### src/rtl/disp_refresh_pkg.sv
package disp_refresh_pkg;

  // Modular add used by the round-robin scan: (base + off) wrapped into [0, limit).
  function automatic int unsigned wrap_add(input int unsigned base,
                                           input int unsigned off,
                                           input int unsigned limit);
    int unsigned s;
    s = base + off;
    return (s >= limit) ? s - limit : s;
  endfunction

endpackage

### src/rtl/rr_pick.sv
module rr_pick #(
  parameter int N  = 40,
  parameter int IW = $clog2(N)
) (
  input  logic [N-1:0]  cand,
  input  logic [IW-1:0] start,
  output logic          hit,
  output logic [IW-1:0] sel
);
  import disp_refresh_pkg::*;

  // Walk from the farthest offset down to offset 0, so the candidate
  // nearest to start is assigned last and wins.
  always_comb begin
    int unsigned idx;
    hit = 1'b0;
    sel = '0;
    for (int i = N - 1; i >= 0; i--) begin
      idx = wrap_add(32'(start), unsigned'(i), unsigned'(N));
      if (cand[idx]) begin
        hit = 1'b1;
        sel = IW'(idx);
      end
    end
  end
endmodule

### src/rtl/pos_flags.sv
module pos_flags #(
  parameter int N  = 40,
  parameter int IW = $clog2(N)
) (
  input  logic          clk,
  input  logic          rst,
  input  logic          set_en,
  input  logic [IW-1:0] set_idx,
  input  logic          clr_en,
  input  logic [IW-1:0] clr_idx,
  output logic [N-1:0]  stale,
  output logic [N-1:0]  loaded
);
  // One stale flag and one "host has written this" flag per position.
  // A set from the host takes priority over a clear from a launch.
  for (genvar g = 0; g < N; g++) begin : g_pos
    logic stale_q, loaded_q;
    always_ff @(posedge clk) begin
      if (rst) begin
        stale_q  <= 1'b1;
        loaded_q <= 1'b0;
      end else begin
        if (set_en && set_idx == IW'(g)) begin
          stale_q  <= 1'b1;
          loaded_q <= 1'b1;
        end else if (clr_en && clr_idx == IW'(g)) begin
          stale_q  <= 1'b0;
        end
      end
    end
    assign stale[g]  = stale_q;
    assign loaded[g] = loaded_q;
  end
endmodule

### src/rtl/shadow_ram.sv
module shadow_ram #(
  parameter int DEPTH = 40,
  parameter int AW    = $clog2(DEPTH),
  parameter int DW    = 8
) (
  input  logic          clk,
  input  logic          we,
  input  logic [AW-1:0] wa,
  input  logic [DW-1:0] wd,
  input  logic          re,
  input  logic [AW-1:0] ra,
  output logic [DW-1:0] rq
);
  // Simple dual-port, read-first, registered read with enable.
  logic [DW-1:0] mem [DEPTH];

  always_ff @(posedge clk) begin
    if (we) mem[wa] <= wd;
    if (re) rq <= mem[ra];
  end
endmodule

### src/rtl/disp_refresh.sv
module disp_refresh #(
  parameter int NUM_POS   = 40,
  parameter int CHAR_W    = 8,
  parameter int FILL_CHAR = 32,
  localparam int PW       = $clog2(NUM_POS)
) (
  input  logic              clk,
  input  logic              rst,
  input  logic              tick,
  input  logic              host_we,
  input  logic [PW-1:0]     host_pos,
  input  logic [CHAR_W-1:0] host_char,
  output logic              disp_req,
  output logic [PW-1:0]     disp_pos,
  output logic [CHAR_W-1:0] disp_char,
  input  logic              disp_ack
);
  localparam logic [PW-1:0]     LAST_POS = PW'(NUM_POS - 1);
  localparam logic [CHAR_W-1:0] FILL     = CHAR_W'(FILL_CHAR);

  logic [NUM_POS-1:0] stale, loaded;
  logic               host_ok, hit, launch;
  logic [PW-1:0]      pick, ptr_q, pos_q;
  logic               req_q, fill_q;
  logic [CHAR_W-1:0]  ram_q;

  assign host_ok = host_we && (32'(host_pos) < NUM_POS);
  assign launch  = tick && !req_q && hit;

  rr_pick #(.N(NUM_POS), .IW(PW)) u_pick (
    .cand (stale),
    .start(ptr_q),
    .hit  (hit),
    .sel  (pick)
  );

  pos_flags #(.N(NUM_POS), .IW(PW)) u_flags (
    .clk    (clk),
    .rst    (rst),
    .set_en (host_ok),
    .set_idx(host_pos),
    .clr_en (launch),
    .clr_idx(pick),
    .stale  (stale),
    .loaded (loaded)
  );

  shadow_ram #(.DEPTH(NUM_POS), .AW(PW), .DW(CHAR_W)) u_ram (
    .clk(clk),
    .we (host_ok),
    .wa (host_pos),
    .wd (host_char),
    .re (launch),
    .ra (pick),
    .rq (ram_q)
  );

  always_ff @(posedge clk) begin
    if (rst) begin
      req_q  <= 1'b0;
      pos_q  <= '0;
      ptr_q  <= '0;
      fill_q <= 1'b1;
    end else begin
      if (launch) begin
        req_q  <= 1'b1;
        pos_q  <= pick;
        fill_q <= !loaded[pick];
        ptr_q  <= (pick == LAST_POS) ? '0 : pick + 1'b1;
      end else if (req_q && disp_ack) begin
        req_q <= 1'b0;
      end
    end
  end

  assign disp_req  = req_q;
  assign disp_pos  = pos_q;
  assign disp_char = fill_q ? FILL : ram_q;

  // request and payload hold until acknowledged
  assert_req_hold_R3: assert property (@(posedge clk) disable iff (rst)
    disp_req && !disp_ack |=> disp_req && $stable(disp_pos) && $stable(disp_char));

  // request drops right after the acknowledge; R4: no back-to-back start
  assert_drop_after_ack_R4: assert property (@(posedge clk) disable iff (rst)
    disp_req && disp_ack |=> !disp_req);

  // a new request is always caused by a tick
  assert_launch_on_tick_R2: assert property (@(posedge clk) disable iff (rst)
    $rose(disp_req) |-> $past(tick));

  // a position outside the display is never sent
  assert_pos_in_range_R9: assert property (@(posedge clk) disable iff (rst)
    disp_req |-> (32'(disp_pos) < NUM_POS));

  // consecutive launches never pick the same position while others wait
  assert_scan_advances_R6: assert property (@(posedge clk) disable iff (rst)
    launch && $countones(stale) > 1 |-> pick != $past(disp_pos) || !$past(disp_req) || $past(rst));
endmodule

### config.mk
export PLATFORM = sky130hd
export DESIGN_NAME = disp_refresh
export DESIGN_NICKNAME = d
export VERILOG_FILES = /design/src/rtl/disp_refresh_pkg.sv /design/src/rtl/rr_pick.sv /design/src/rtl/pos_flags.sv /design/src/rtl/shadow_ram.sv /design/src/rtl/disp_refresh.sv
export SDC_FILE = /design/constraint.sdc
export NUM_CORES = 1
export LEC_CHECK = 0
export ABC_AREA = 1
export BUFFER_PORTS_ARGS = -buffer_cell sky130_fd_sc_hd__buf_2
export CORE_MARGIN = 4
export CORE_UTILIZATION = 30
export CTS_CLUSTER_SIZE = 24
export DETAILED_ROUTE_END_ITERATION = 12
export GPL_TIMING_DRIVEN = 0
export PLACE_DENSITY_LB_ADDON = 0.2
export SYNTH_ARGS = -nofsm -noshare
export SYNTH_HDL_FRONTEND = slang
export SYNTH_SLANG_ARGS = --single-unit
### constraint.sdc
create_clock -name clk -period 18.7 [get_ports clk]
set_input_delay 2.805 -clock clk [delete_from_list [all_inputs] [get_ports clk]]
set_output_delay 2.805 -clock clk [all_outputs]
set_load 0.005 [all_outputs]
==> results.cfg, run 1 <==
[run_status]
status = complete, but fails checks
violations = capacitance limit, slew limit

[clock_network]
cts_tree = done
ctsHoldBuffers = 0
cts-resized-gates = 0
htreeDepth = 2
cts_root_buffer = clkbuf_16
cts_setup_buffers = 0
cts_buffer_depth = 3
cts.sinks = 422
clock_latency_ns = 0.61
cts_buffers = 46
path_clk_slew_ns = 0.06

[cells_and_area]
multi_input_area_um2 = 13500
n_fill_cell = 9791
drive_gt1_frac = 0.0776
final_cell_mix = nand2_1, nor2_1, edfxtp_1, inv_1, a21oi_1
seqCellArea_um2 = 11700
fin_nets = 3878
area_growth_pct = 11.3
post-route-util = 0.338
layout_commonest_cell = nand2_1

[sta]
report.final.slew_viol_count = 3
setup_viol = 0
clock_skew_ns = 0.0312
fin_crit_sh = 0.570
period_minus_slack_ns = 10.66
max_freq_ghz = 0.0938
tightest_slew_ns = 1.57
hold-worst-slack_ns = 0.451
rsz0062_at_grt = no
layout_setup_ws_ns = 8.04
hold_viol = 0
max-slew-margin-rel = -0.0561
setup_tns_ns = 0

[global_routing]
grtUsageTotal = 0.229
antenna_found_initial = 5
grt_pass1_wl_um = 162000
grt_pass1_vias = 23600
grt_max_degree = 41
grt_overflow = 0

[synthesis]
ys_seq_elements = 422
syn_area_per_cell_um2 = 7.39
yosys_warnings = 0
netlist_area_um2 = 27400
yosys.cell_types.count = 59
yosysSeqAreaShare = 0.428
synth_nets = 3795
synth_cells = 3708

[placed_design]
dpl.hpwl_um = 85300
routabilityCongestion = 0.998
dp_slack_ns = 8.39
portBuffers = 32

[critical_path]
r2r-end = ptr_q[5]
critPathLaunchType = flop
ff2ff_path_depth = 63
reg2reg_slack_ns = 8.04
crit_path_max_incr_delay_ns = 0.98
endpoint = ptr_q[5]
critPathKind = flop to flop
cpMostUsedCell = nand2_1
crit_start = ptr_q[1]
slowest_stage = o21ai_0
crit_arrival_ns = 11.09
endpoint_kind = flop
critPathRequiredTime_ns = 19.13
critPathMaxFanout = 12
timing.rr.start = ptr_q[1]

[drt]
vias_per_cell = 5.23
drt_iter0_drc = 3018
drt_wl_total_um = 113000
dr_total_vias = 26200
ant_nets = 0
route.detailed.drc = 0
dr.pass1.iters = 6
wl_per_cell_um = 22.6

[floorplanning]
start_util = 0.303
ios = 34
die_x_um = 310
core-area_um2 = 90300
fp-row-count = 110
die_y_um = 310
die-area_um2 = 96200

[job]
maxCapViolCount = 2

[hold_path]
hp-class = flop to flop
==> metrics by stage <==
| step | cell area, um2 | cells |
|---|---|---|
| 5_1_grt | 30500 | 5002 |
| 6_report | 30500 | 5003 |
| 4_1_cts | 30500 | 5001 |
| 2_1_floorplan | 27400 | 3708 |
| 3_3_place_gp | 29000 | 4916 |
| 3_5_place_dp | 29100 | 4918 |
==> logic make-up after synthesis <==
kind of cell / synth area share
DFF: 0.428
AOI/OAI and AO/OA: 0.149
xor gates and xnor gates: 0.0326
buffers and inverters: 0.0799
adders and majority gates: 0.0311
and+or+nand+nor: 0.277
muxes: 0.00219
==> state kept, by name, indices dropped and copies added, names as in the netlist <==
register,flops
disp_pos,6
u_ram.rq,8
u_ram.mem,320
disp_req,1
fill_q,1
ptr_q,6
u_flags.g_pos.stale_q,40
u_flags.g_pos.loaded_q,40
==> how the worst min path moves through the flow <==
stage / slack [ns] / endpoint / start / depth (start not counted)
2_1_floorplan: 0.42 / u_flags.g_pos[36].stale_q / u_flags.g_pos[36].stale_q / 2
3_3_place_gp: 0.44 / u_flags.g_pos[38].stale_q / u_flags.g_pos[38].stale_q / 2
3_5_place_dp: 0.44 / u_flags.g_pos[38].stale_q / u_flags.g_pos[38].stale_q / 2
4_1_cts: 0.45 / u_flags.g_pos[38].stale_q / u_flags.g_pos[38].stale_q / 2
5_1_grt: 0.48 / u_flags.g_pos[27].loaded_q / u_flags.g_pos[27].loaded_q / 2
6_report: 0.45 / u_flags.g_pos[38].stale_q / u_flags.g_pos[38].stale_q / 2
==> worst max-delay path, delay by kind of cell, from the launching register on <==
kind | cells | cell delay (ns)
AO/OA/AOI/OAI | 5 | 1.63
adder cells (fa/ha/maj) | 3 | 1.42
buffers and inverters | 10 | 3.39
flip-flops | 1 | 0.54
AND/OR/NAND/NOR | 45 | 3.45
==> final cells by class <==
| cell class | instances | area share |
|---|---|---|
| Clock buffer | 65 | 0.0414 |
| Antenna cell | 1 | 0.0000820 |
| Clock inverter | 18 | 0.00517 |
| Inverter | 348 | 0.0428 |
| Multi-Input combinational cell | 2781 | 0.443 |
| Timing Repair Buffer | 35 | 0.00623 |
| Sequential cell | 422 | 0.385 |
| Tap cell | 1176 | 0.0482 |
| Buffer | 157 | 0.0289 |
==> synthesized netlist by cell type (all sizes together) <==
cell / count / share of area
clkbuf: 57 / 0.0079
buf: 100 / 0.024
o21bai: 8 / 0.0026
a21oi: 250 / 0.047
nand4: 26 / 0.0059
a211oi: 7 / 0.0019
a32o: 3 / 0.0011
o31ai: 38 / 0.010
xnor2: 13 / 0.0044
nand2: 1140 / 0.16
nor3: 19 / 0.0038
o21a: 11 / 0.0030
dfxtp: 94 / 0.069
o41ai: 1 / 0.00032
xor2: 83 / 0.028
a21o: 3 / 0.00082
clkinv: 12 / 0.0016
a21boi: 4 / 0.0011
a31oi: 6 / 0.0014
o221ai: 1 / 0.00032
mux2i: 6 / 0.0022
a31o: 2 / 0.00064
o21ai: 339 / 0.063
and2: 10 / 0.0023
o22ai: 36 / 0.0082
edfxtp: 328 / 0.36
or4: 2 / 0.00055
inv: 336 / 0.046
nor2: 446 / 0.062
o211ai: 26 / 0.0073
nand3: 185 / 0.034
o311ai: 1 / 0.00032
nor4: 22 / 0.0050
or2: 19 / 0.0043
nand3b: 6 / 0.0016
ha: 68 / 0.031
==> routing by layer <==
| metal | wire length, um | global-route usage | vias up |
|---|---|---|---|
| met1 | 51800 | 0.340 | 12300 |
| met3 | 10900 | 0.0487 | 180 |
| li1 | - | - | 12500 |
| met5 | 13 | 0 | - |
| met4 | 3990 | 0.0747 | 2 |
| met2 | 46300 | 0.331 | 1172 |
Power of run 1 is not shown: default switching activity piles up to over one toggle a cycle in this logic, so the estimate is an artifact.
==> run 2, diff against run 1 <==
Clock period 18.7 ns to 8.83 ns, I/O delays scaled along.
==> results.cfg, run 2 (synthesis results as in run 1) <==
[floorplanning]
die_x_um = 310
start_util = 0.303
die_y_um = 310
core-area_um2 = 90300
die-area_um2 = 96200
fp-row-count = 110
ios = 34

[global_routing]
grt_max_degree = 41
grt_overflow = 0
grtUsageTotal = 0.229
grt_pass1_wl_um = 162000
antenna_found_initial = 5
grt_pass1_vias = 23600

[sta]
tightest_slew_ns = 1.60
max-slew-margin-rel = -0.0779
report.final.slew_viol_count = 14
rsz0062_at_grt = no
period_minus_slack_ns = 8.42
setup_viol = 0
fin_crit_sh = 0.953
layout_setup_ws_ns = 0.415
hold_viol = 0
clock_skew_ns = 0.0298
setup_tns_ns = 0
max_freq_ghz = 0.119

[clock_network]
htreeDepth = 2
cts.sinks = 422
cts_tree = done
cts_root_buffer = clkbuf_16
ctsHoldBuffers = 0
cts_buffer_depth = 3
clock_latency_ns = 0.60
path_clk_slew_ns = 0.06
cts_buffers = 46

[cells_and_area]
layout_commonest_cell = nand2_1
largest_reg_flops = 320
drive_gt1_frac = 0.0860
largest-register = u_ram.mem
final_cell_mix = nand2_1, nor2_1, edfxtp_1, inv_1, a21oi_1
fin_area_um2 = 30600
fin_nets = 3878
reg.largest.list = u_ram.mem (320), u_flags.g_pos.loaded_q (40), u_flags.g_pos.stale_q (40)
post-route-util = 0.339
area_growth_pct = 11.9
n_fill_cell = 9793

[critical_path]
crit_arrival_ns = 8.84
ff2ff_path_depth = 43
critPathBufInv = 11
crit_path_max_incr_delay_ns = 0.71
slowest_stage = xor2_1
critPathKind = flop to flop
critPathLaunchType = flop
endpoint_kind = flop
path_delay_family = buffers and inverters
critPathMaxFanout = 16
cpMostUsedCell = nand2_1
worst-path-stages = 43
critPathRequiredTime_ns = 9.25

[drt]
ant_nets = 0
wl_per_cell_um = 22.6
vias_per_cell = 5.23
route.detailed.drc = 0
dr_total_vias = 26200
dr.pass1.iters = 6
drt_iter0_drc = 3164
drt_wl_total_um = 113000

[run_status]
violations = capacitance limit, slew limit
status = complete, but fails checks

[job]
maxCapViolCount = 3

[placed_design]
dpl.hpwl_um = 85300
routabilityCongestion = 0.998
dp_slack_ns = -1.48
place_area_um2 = 29100
portBuffers = 32

[hold_path]
hold_depth = 2
hp-class = flop to flop
[run 2: cell types whose count changed in the layout (fill, tap and decap cells not counted), sizes merged]
| cell | delta |
|---|---|
| diode | +1 |
| buf | -1 |
| inv | +1 |
| clkinv | -1 |
| clkbuf | +1 |
[run 2: final timing paths]
check                       startpoint  slack (ns)                         to
min reg2reg  u_flags.g_pos[38].stale_q        0.45  u_flags.g_pos[38].stale_q
min          u_flags.g_pos[38].stale_q        0.45  u_flags.g_pos[38].stale_q
max                           ptr_q[3]        0.41                   ptr_q[3]
max reg2reg                   ptr_q[3]        0.41                   ptr_q[3]
[run 2: layout make-up]
type,instances,area (um2),share of cell area
multi-input cells,2781,13600,0.443
flip-flops and latches,422,11700,0.383
well taps,1176,1470,0.0480
inverters,348,1310,0.0426
clock buffers,65,1260,0.0412
plain buffers,155,917,0.0299
repair buffers,37,205,0.00670
clock inverters,18,158,0.00514
diodes,2,5.00,0.000163
[run 2: worst reg2reg max path, delay by kind of cell (launching register included)]
| family | cells | cell delay (ns) |
|---|---|---|
| compound gates | 7 | 1.57 |
| xor+xnor | 2 | 1.06 |
| fa+ha+maj | 3 | 0.69 |
| buf+inv | 11 | 2.21 |
| flops | 1 | 0.62 |
| simple gates | 20 | 2.13 |
[run 2: per-stage QoR]
stage | hold slack (ns) | instances
2_1_floorplan | 0.418 | 3708
3_3_place_gp | 0.437 | 4916
3_5_place_dp | 0.438 | 4918
4_1_cts | 0.451 | 5000
5_1_grt | 0.477 | 5002
6_report | 0.452 | 5004
[run 2: timing repair]
action / 4_1_cts / 5_1_grt
setup endpoints to repair: 69 / 58
buffers inserted: 0 / 2
pin swaps: 0 / 1
gates resized for setup: 22 / 37
[run 2: per-layer routing]
metal,global-route usage,part of all wire
met1,0.341,0.46
met2,0.331,0.41
met3,0.0468,0.096
met4,0.0752,0.038
met5,0,0.00011
Power of run 2 is left out for the same reason.
